--- src/rtl/iqfmt_pkg.sv ---
package iqfmt_pkg;
  localparam int unsigned IQFMT_DEF_W = 16;

  typedef enum logic {
    LANE_I = 1'b0,
    LANE_Q = 1'b1
  } lane_e;
endpackage

--- src/rtl/iqfmt_source.sv ---
module iqfmt_source #(
  parameter int unsigned W = iqfmt_pkg::IQFMT_DEF_W
) (
  input  logic         clk,
  input  logic         rst_n,
  input  logic         tx_en,
  input  logic [W-1:0] bus_a,
  input  logic [W-1:0] bus_b,
  input  logic         cfg_twos,
  input  logic         cfg_rev_b,
  input  logic         cfg_ramp,
  output logic [W-1:0] smp_a,
  output logic [W-1:0] smp_b,
  output logic [W-1:0] ramp_val
);
  localparam int unsigned MSB = W - 1;

  logic [W-1:0] ramp_q;
  logic [W-1:0] b_swapped;
  logic [W-1:0] b_word;
  logic [W-1:0] raw_a;
  logic [W-1:0] raw_b;

  function automatic logic [W-1:0] to_internal(input logic [W-1:0] raw, input logic twos);
    logic [W-1:0] r;
    r = raw;
    if (!twos) r[MSB] = ~raw[MSB];
    return r;
  endfunction

  for (genvar k = 0; k < W; k++) begin : g_swap
    assign b_swapped[k] = bus_b[MSB-k];
  end

  always_ff @(posedge clk) begin
    if (!rst_n)                ramp_q <= '0;
    else if (tx_en && cfg_ramp) ramp_q <= ramp_q + 1'b1;
  end

  always_comb begin
    b_word = cfg_rev_b ? b_swapped : bus_b;
    raw_a  = cfg_ramp ? ramp_q : bus_a;
    raw_b  = cfg_ramp ? ramp_q : b_word;
    smp_a  = to_internal(raw_a, cfg_twos);
    smp_b  = to_internal(raw_b, cfg_twos);
  end

  assign ramp_val = ramp_q;
endmodule

--- src/rtl/iqfmt_phase.sv ---
module iqfmt_phase (
  input  logic clk,
  input  logic rst_n,
  input  logic tx_en,
  input  logic cfg_interleave,
  input  logic cfg_qflag_mode,
  input  logic q_flag,
  output logic cur_is_q
);
  import iqfmt_pkg::*;

  lane_e next_lane_q;
  lane_e cur_lane;

  always_ff @(posedge clk) begin
    if (!rst_n || !tx_en) next_lane_q <= LANE_I;
    else if (cfg_interleave) next_lane_q <= (next_lane_q == LANE_I) ? LANE_Q : LANE_I;
  end

  always_comb begin
    if (cfg_qflag_mode) cur_lane = q_flag ? LANE_Q : LANE_I;
    else                cur_lane = next_lane_q;
  end

  assign cur_is_q = (cur_lane == LANE_Q);
endmodule

--- src/rtl/iqfmt_pair.sv ---
module iqfmt_pair #(
  parameter int unsigned W = iqfmt_pkg::IQFMT_DEF_W
) (
  input  logic         clk,
  input  logic         rst_n,
  input  logic         tx_en,
  input  logic         cfg_interleave,
  input  logic         cur_is_q,
  input  logic [W-1:0] smp_a,
  input  logic [W-1:0] smp_b,
  output logic         cap_i,
  output logic         cap_q,
  output logic [W-1:0] out_i,
  output logic [W-1:0] out_q,
  output logic         out_valid
);
  logic [W-1:0] held_i;

  assign cap_i = tx_en && cfg_interleave && !cur_is_q;
  assign cap_q = tx_en && cfg_interleave && cur_is_q;

  always_ff @(posedge clk) begin
    if (!rst_n || !tx_en) held_i <= '0;
    else if (cap_i)       held_i <= smp_a;
  end

  always_ff @(posedge clk) begin
    if (!rst_n || !tx_en) begin
      out_i     <= '0;
      out_q     <= '0;
      out_valid <= 1'b0;
    end else if (!cfg_interleave) begin
      out_i     <= smp_a;
      out_q     <= smp_b;
      out_valid <= 1'b1;
    end else if (cap_q) begin
      out_i     <= held_i;
      out_q     <= smp_a;
      out_valid <= 1'b1;
    end else begin
      out_valid <= 1'b0;
    end
  end
endmodule

--- src/rtl/iq_input_formatter.sv ---
module iq_input_formatter #(
  parameter int unsigned SAMPLE_W = iqfmt_pkg::IQFMT_DEF_W
) (
  input  logic                clk,
  input  logic                rst_n,
  input  logic [SAMPLE_W-1:0] bus_a,
  input  logic [SAMPLE_W-1:0] bus_b,
  input  logic                tx_en,
  input  logic                q_flag,
  input  logic                cfg_interleave,
  input  logic                cfg_qflag_mode,
  input  logic                cfg_twos,
  input  logic                cfg_rev_b,
  input  logic                cfg_ramp,
  output logic [SAMPLE_W-1:0] out_i,
  output logic [SAMPLE_W-1:0] out_q,
  output logic                out_valid
);
  logic [SAMPLE_W-1:0] smp_a;
  logic [SAMPLE_W-1:0] smp_b;
  logic [SAMPLE_W-1:0] ramp_val;
  logic                cur_is_q;
  logic                cap_i;
  logic                cap_q;

  iqfmt_source #(.W(SAMPLE_W)) u_source (
    .clk(clk), .rst_n(rst_n), .tx_en(tx_en),
    .bus_a(bus_a), .bus_b(bus_b),
    .cfg_twos(cfg_twos), .cfg_rev_b(cfg_rev_b), .cfg_ramp(cfg_ramp),
    .smp_a(smp_a), .smp_b(smp_b), .ramp_val(ramp_val)
  );

  iqfmt_phase u_phase (
    .clk(clk), .rst_n(rst_n), .tx_en(tx_en),
    .cfg_interleave(cfg_interleave), .cfg_qflag_mode(cfg_qflag_mode),
    .q_flag(q_flag), .cur_is_q(cur_is_q)
  );

  iqfmt_pair #(.W(SAMPLE_W)) u_pair (
    .clk(clk), .rst_n(rst_n), .tx_en(tx_en),
    .cfg_interleave(cfg_interleave), .cur_is_q(cur_is_q),
    .smp_a(smp_a), .smp_b(smp_b),
    .cap_i(cap_i), .cap_q(cap_q),
    .out_i(out_i), .out_q(out_q), .out_valid(out_valid)
  );
endmodule

--- config.mk ---
export PLATFORM = sky130hd
export DESIGN_NAME = iq_input_formatter
export DESIGN_NICKNAME = d
export VERILOG_FILES = /design/src/rtl/iqfmt_pkg.sv /design/src/rtl/iqfmt_source.sv /design/src/rtl/iqfmt_phase.sv /design/src/rtl/iqfmt_pair.sv /design/src/rtl/iq_input_formatter.sv
export SDC_FILE = /design/constraint.sdc
export NUM_CORES = 1
export LEC_CHECK = 0
export BUFFER_PORTS_ARGS = -buffer_cell sky130_fd_sc_hd__buf_2
export CAP_MARGIN = 5
export CORE_AREA = 2 2 147 77
export DETAILED_ROUTE_END_ITERATION = 7
export DIE_AREA = 0 0 149 79
export GPL_ROUTABILITY_DRIVEN = 0
export GPL_TIMING_DRIVEN = 0
export PLACE_DENSITY = 0.53
export SLEW_MARGIN = 20
export SYNTH_ARGS = -nofsm -noshare
export SYNTH_HDL_FRONTEND = slang
export SYNTH_SLANG_ARGS = --single-unit
export TNS_END_PERCENT = 10
--- constraint.sdc ---
create_clock -name clk -period 1.4 [get_ports clk]
set_input_delay 0.07 -clock clk [delete_from_list [all_inputs] [get_ports clk]]
set_output_delay 0.07 -clock clk [all_outputs]
set_load 0.005 [all_outputs]
==> results of run 1 <==
[registers in the layout, summed over array words and instances (netlist names)]
signal	flops
u_source.ramp_val	16
u_phase.next_lane_q	1
u_pair.out_i	16
u_pair.held_i	16
u_pair.out_valid	1
u_pair.out_q	16
[logic make-up after synthesis]
| logic type | synth area share (%) |
|---|---|
| buf+inv | 7.25 |
| xor+xnor | 3.47 |
| mux | 12.7 |
| simple gates | 15.3 |
| fa+ha+maj | 0.382 |
| compound gates | 20.6 |
| flops | 40.3 |
[worst max path at each step]
stage,start,to,slack (ps),cells after the start
after floorplan,u_phase.next_lane_q,u_pair.held_i[10],30,6
after global placement,u_source.ramp_val[0],u_source.ramp_val[10],-190,6
after detailed placement,tx_en,u_pair.out_i[11],-230,8
after CTS,u_phase.next_lane_q,u_pair.held_i[10],-60,7
after global routing,u_phase.next_lane_q,u_pair.out_i[1],-110,6
final,u_phase.next_lane_q,u_pair.out_i[1],-60,6
[critical path, cell delays in order, from the launching register on]
cell and delay (ps):
dfxtp_2 330, mux2i_4 220, buf_6 150, nand2b_4 180
buf_12 150, mux2i_4 230, a21oi_2 60
[metal layers]
metal	vias up	wire length (um)	global-route usage, %
met2	139	4290	25.2
li1	1542	-	-
met3	13	1010	4.89
met1	1545	5860	30.5
met4	0	125	5.90
met5	-	0	0
[timing repair]
action	in CTS	in global routing
pin swaps	9	14
resized for setup	25	29
endpoints found under the hold margin	0	0
hold buffers	0	0
buffers inserted	8	5
gates cloned	1	2
endpoints found under the setup margin	55	51
[per-stage QoR]
| step | util, % | instances | total power (W) | cell area [sq um] | hold WS, ps |
|---|---|---|---|---|---|
| 3_5_place_dp | 35.9 | 596 | 0.00257 | 3810 | 359 |
| 5_1_grt | 41.7 | 624 | 0.00512 | 4430 | 19.2 |
| 4_1_cts | 40.5 | 619 | 0.00494 | 4300 | 12.2 |
| 2_1_floorplan | - | 381 | 0.00233 | 3280 | 192 |
| 6_report | 41.7 | 624 | 0.00492 | 4430 | 11.4 |
| 3_3_place_gp | 35.9 | 596 | 0.00255 | 3810 | 357 |
[power groups by stage]
stage,Sequential (W),Clock [W],Combinational (W)
2_1_floorplan,0.00200,0,0.000331
3_3_place_gp,0.00200,0,0.000553
3_5_place_dp,0.00200,0,0.000562
4_1_cts,0.00196,0.00236,0.000626
5_1_grt,0.00196,0.00245,0.000702
6_report,0.00196,0.00231,0.000649
[layout make-up]
| cell class | count | area, sq um |
|---|---|---|
| inverters | 15 | 56.3 |
| repair buffers | 86 | 538 |
| fillers | 1109 | 6180 |
| well taps | 145 | 181 |
| clock inverters | 2 | 35.0 |
| clock buffers | 13 | 270 |
| multi-input cells | 268 | 1810 |
| plain buffers | 29 | 186 |
| flip-flops and latches | 66 | 1350 |
[cell usage after synthesis (4+ instances only)]
| cell | instances |
|---|---|
| a211oi_1 | 13 |
| clkbuf_1 | 12 |
| nand2_1 | 22 |
| a21oi_1 | 24 |
| dfxtp_1 | 66 |
| a211o_1 | 12 |
| inv_1 | 14 |
| or3_1 | 5 |
| and4_1 | 4 |
| nand4_1 | 5 |
| o21ai_0 | 44 |
| mux2i_1 | 36 |
| a31oi_1 | 15 |
| nand3_1 | 12 |
| nor2b_1 | 13 |
| buf_2 | 13 |
| xor2_1 | 10 |
| nor2_1 | 28 |
| and2_1 | 4 |
==> metrics.txt, run 1 <==
Synth Warn # 0; critical path arrival between 1500 and 2000 ps; CTS Buf Count 9; Worst-path clk slew about 60 ps; clock power share roughly 47%; Max VDD drop about 0.57 mV; Yosys reg bits 66; Layout Skew between 5 and 6 ps; commonest non-fill, non-tap cells in the layout 82 x buf_2, 56 x dfxtp_1, 43 x o21ai_0; asr flop ratio synth 0%; Vias/cell just over 5; CP Class register to register; startpoint type of the worst setup path register; Cell Int Power between 0.003 and 0.004 W; Max Fclk 685 MHz; clk sinks 66; Synth top area share 40.3%; CTS tree built; Core Rows 27; Reg2Reg Depth 6; sequential element share of the synthesized area approximately two fifths; crit path time final between 1000 and 1500 ps; Total Routed Length approximately 11 mm; initial antenna violation count 0; Sequential Power Share approximately 40%; most common cell after layout, fill and taps aside buf_2; measured slew at the worst slew-check pin around 550 ps; final hold vios 0; Tcrit/Tclk final 104%; max_cap viols 0; Die Width ~150 um; H-tree depth 3; CP required 1620 ps; Cells after Synth 381; status complete, but fails checks; Antenna Cells 0; first-pass iteration count of the detailed router 5; crit-path max FO 6; boundary pin count 74; Starting Density a little over 30%; Place WS -225 ps; Max clock buf depth 2; failing checks setup timing; switch share roughly a quarter; synth top area cells dfxtp_1 40%, mux2i_1 11%, o21ai_0 6.7%; Max transition margin 63.3%; synthesized net count approximately 420; sw power about 0.0012 W; Residual DRC 0; Nets ~520; # port buffers 70; GRT Resource Usage Total about a fifth; leading area contributor after synthesis dfxtp_1; Skew-Pair Late Insertion Delay between 300 and 400 ps; Detail Route Antenna Nets 0; hold path startpoint rst_n; Lkg Pwr 1.91 nW; Combinational Power Share approximately an eighth; Pwr per Cell Area between 1000 and 1500 nW/um^2; total core area between 10000 and 15000 sq um; EDFF count, synth 0; Mapped Area ~3300 sq um; clk root buf clkbuf_16; die area between 10000 and 15000 sq um; Worst Setup End Kind register; Final WS setup -59.6 ps; RR Startpoint u_phase.next_lane_q; RSZ-0062 raised after global routing yes; DR iter-0 viols roughly 190; count of pins over their slew limit 0; # setup viols final 18; first-pass GRT wire length approximately 17 mm; dpl hpwl around 8.4 mm; vias in the first global route approximately 3000; Synth cell types 35; final setup TNS -459 ps; Hold Path Depth 2; Die Ht a little under 80 um; Reg2Reg Capture Point u_pair.out_i[1]; Min-Delay Endpoint u_source.ramp_val[14]; layout cells sized above 1 between 30% and 40%; Avg Inst Size Synth 8.60 sq um; Syn-to-layout area delta 35.0%; DR vias about 3200; r2r setup slk -60 ps; largest net degree at the start of global routing 11; Hold WC Path Type primary input to register; wire length per cell between 15 and 20 um; GR Overflow Total 0; Primary FF master, synth dfxtp_1
(Power assumes the default switching activity.)
==> inputs of run 2 (changes only) <==
--- a/config.mk
+++ b/config.mk
@@ -7,9 +7,9 @@
 export LEC_CHECK = 0
 export BUFFER_PORTS_ARGS = -buffer_cell sky130_fd_sc_hd__buf_2
 export CAP_MARGIN = 5
-export CORE_AREA = 2 2 147 77
+export CORE_AREA = 4 4 149 79
 export DETAILED_ROUTE_END_ITERATION = 7
-export DIE_AREA = 0 0 149 79
+export DIE_AREA = 0 0 153 83
 export GPL_ROUTABILITY_DRIVEN = 0
 export GPL_TIMING_DRIVEN = 0
 export PLACE_DENSITY = 0.53
==> run 2 against run 1 <==
Against the previous run:
- the run still ends with setup timing left
- global-route usage decreased by 1.4 points
- via count grew 0.34%
- sequential cell count unchanged
==> metrics.txt, run 2 (same netlist as run 1, synthesis figures left out) <==
Storage cell area about 1300 sq um; GRT Resource Usage Total 18.1%; Vias/cell between 5 and 6; # setup viols final 22; critical path arrival around 1600 ps; commonest non-fill, non-tap cells in the layout 81 x buf_2, 57 x dfxtp_1, 41 x o21ai_0; CP Class register to register; Max transition margin 62.2%; failing checks setup timing; Final WS setup -26.1 ps; Area after DPL 3810 sq um; area of the multi-input gates around 1800 sq um; GR Overflow Total 0; first-pass iteration count of the detailed router 5; Nets about 520; sw power 0.00122 W; # port buffers 70; boundary pin count between 70 and 80; Reg2Reg Depth 6; Hold WC Path Type primary input to register; Lkg Pwr between 1.5 and 2 nW; crit-path max FO 5; Sequential Power Share about two fifths; Detail Route Antenna Nets 0; Total Routed Length ~11 mm; die area approximately 13000 sq um; crit path time final between 1000 and 1500 ps; CTS tree built; DR vias about 3300; first-pass GRT wire length around 18 mm; CTS Buf Count 9; final setup TNS -317 ps; H-tree depth 3; fill count between 1000 and 1500; Starting Density between 30 and 40%; final core utilization ~41%; total core area approximately 11000 sq um; Combinational Power Share between 10% and 20%; Worst-path clk slew 60 ps; Syn-to-layout area delta 33.3%; dpl hpwl around 8.5 mm; measured slew at the worst slew-check pin 567 ps; Max VDD drop 0.563 mV; largest net degree at the start of global routing 11; clk sinks 66; CP required between 1500 and 2000 ps; Finished Layout Cells 623; DR iter-0 viols 202; Fin Hold WS approximately 10 ps; post-route cell area roughly 4400 sq um; Die Ht a little over 80 um; Layout Skew approximately 4.2 ps; Residual DRC 0; r2r setup slk -30 ps; worst setup path end u_pair.out_i[10]; clk root buf clkbuf_16; most common cell after layout, fill and taps aside buf_2; count of pins over their slew limit 0; status complete, but fails checks; RSZ-0062 raised after global routing yes; Pwr per Cell Area 1130 nW/um^2; initial antenna violation count 0; Cell Int Power ~0.0037 W; layout cells sized above 1 30.1%; RR Startpoint u_phase.next_lane_q; Antenna Cells 0; startpoint type of the worst setup path register; wire length per cell ~18 um; vias in the first global route a little over 3000; switch share 24.6%; Max clock buf depth 2; placed cell count 596; Reg2Reg Capture Point u_pair.out_i[10]; Worst setup startpoint u_phase.next_lane_q; Skew-Pair Late Insertion Delay 340 ps; clock power share between 40% and 50%; Die Width 153 um; Tcrit/Tclk final 102%; Worst Setup End Kind register; Max Fclk 701 MHz; max_cap viols 0; final hold vios 0; Core Rows 27
==> run 2: cell count changes in the layout (fill, tap and decap cells not counted), sizes merged <==
cell	change
buf	-3
clkbuf	+1
dlygate4sd3	+1
==> run 2: area by class of cell <==
type	count	share of cell area (%)
buffer	29	4.35
multi-input combinational	268	40.5
tap	145	4.15
clock buffer	13	6.19
inverter	15	1.29
sequential	66	30.7
timing repair buffer	85	11.9
clock inverter	2	0.802
==> run 2: how the worst min path moves through the flow <==
stage	from	endpoint	slack [ps]	depth (start not counted)
after floorplan	rst_n	u_source.ramp_val[10]	190	1
after global placement	rst_n	u_source.ramp_val[14]	350	2
after detailed placement	rst_n	u_source.ramp_val[14]	350	2
after CTS	rst_n	u_source.ramp_val[10]	20	2
after global routing	rst_n	u_source.ramp_val[10]	50	2
final	rst_n	u_source.ramp_val[10]	10	2
==> run 2: worst max-delay path, cell delays in order, from the launching register on <==
cell and delay, ps:
dfxtp_2 330, mux2i_4 220, buf_6 150, nand2b_4 180, buf_12 140, mux2i_1 180, a21oi_1 80
==> run 2: routing by layer <==
metal	share of wire [%]	routed length [um]	track usage [%]
met1	53	6040	28.1
met2	36	4130	23.2
met3	8.7	992	5.73
met4	1.6	179	5.01
met5	0	0	0
==> run 2: what timing repair did <==
action                                  in CTS  in global routing
buffers inserted                            10                  2
pin swaps                                    5                 15
endpoints found under the setup margin      49                 48
resized for setup                           29                 20
endpoints found under the hold margin        1                  0
cloned                                       1                  1
hold buffers                                 1                  0
==> run 2: stage by stage <==
| stage | power [W] | setup slack, ps |
|---|---|---|
| 5_1_grt | 0.00512 | -85.5 |
| 3_3_place_gp | 0.00256 | -200 |
| 4_1_cts | 0.00495 | -31.0 |
| 6_report | 0.00494 | -26.1 |
| 2_1_floorplan | 0.00233 | 27.7 |
| 3_5_place_dp | 0.00256 | -239 |
==> run 2: power by group through the flow <==
stage               Combinational [W]  Clock, W  Sequential, W
global placement             0.000554         0        0.00200
detailed placement           0.000560         0        0.00200
CTS                          0.000626   0.00236        0.00196
finish                       0.000655   0.00233        0.00196
global route                 0.000712   0.00245        0.00196
floorplan                    0.000331         0        0.00200
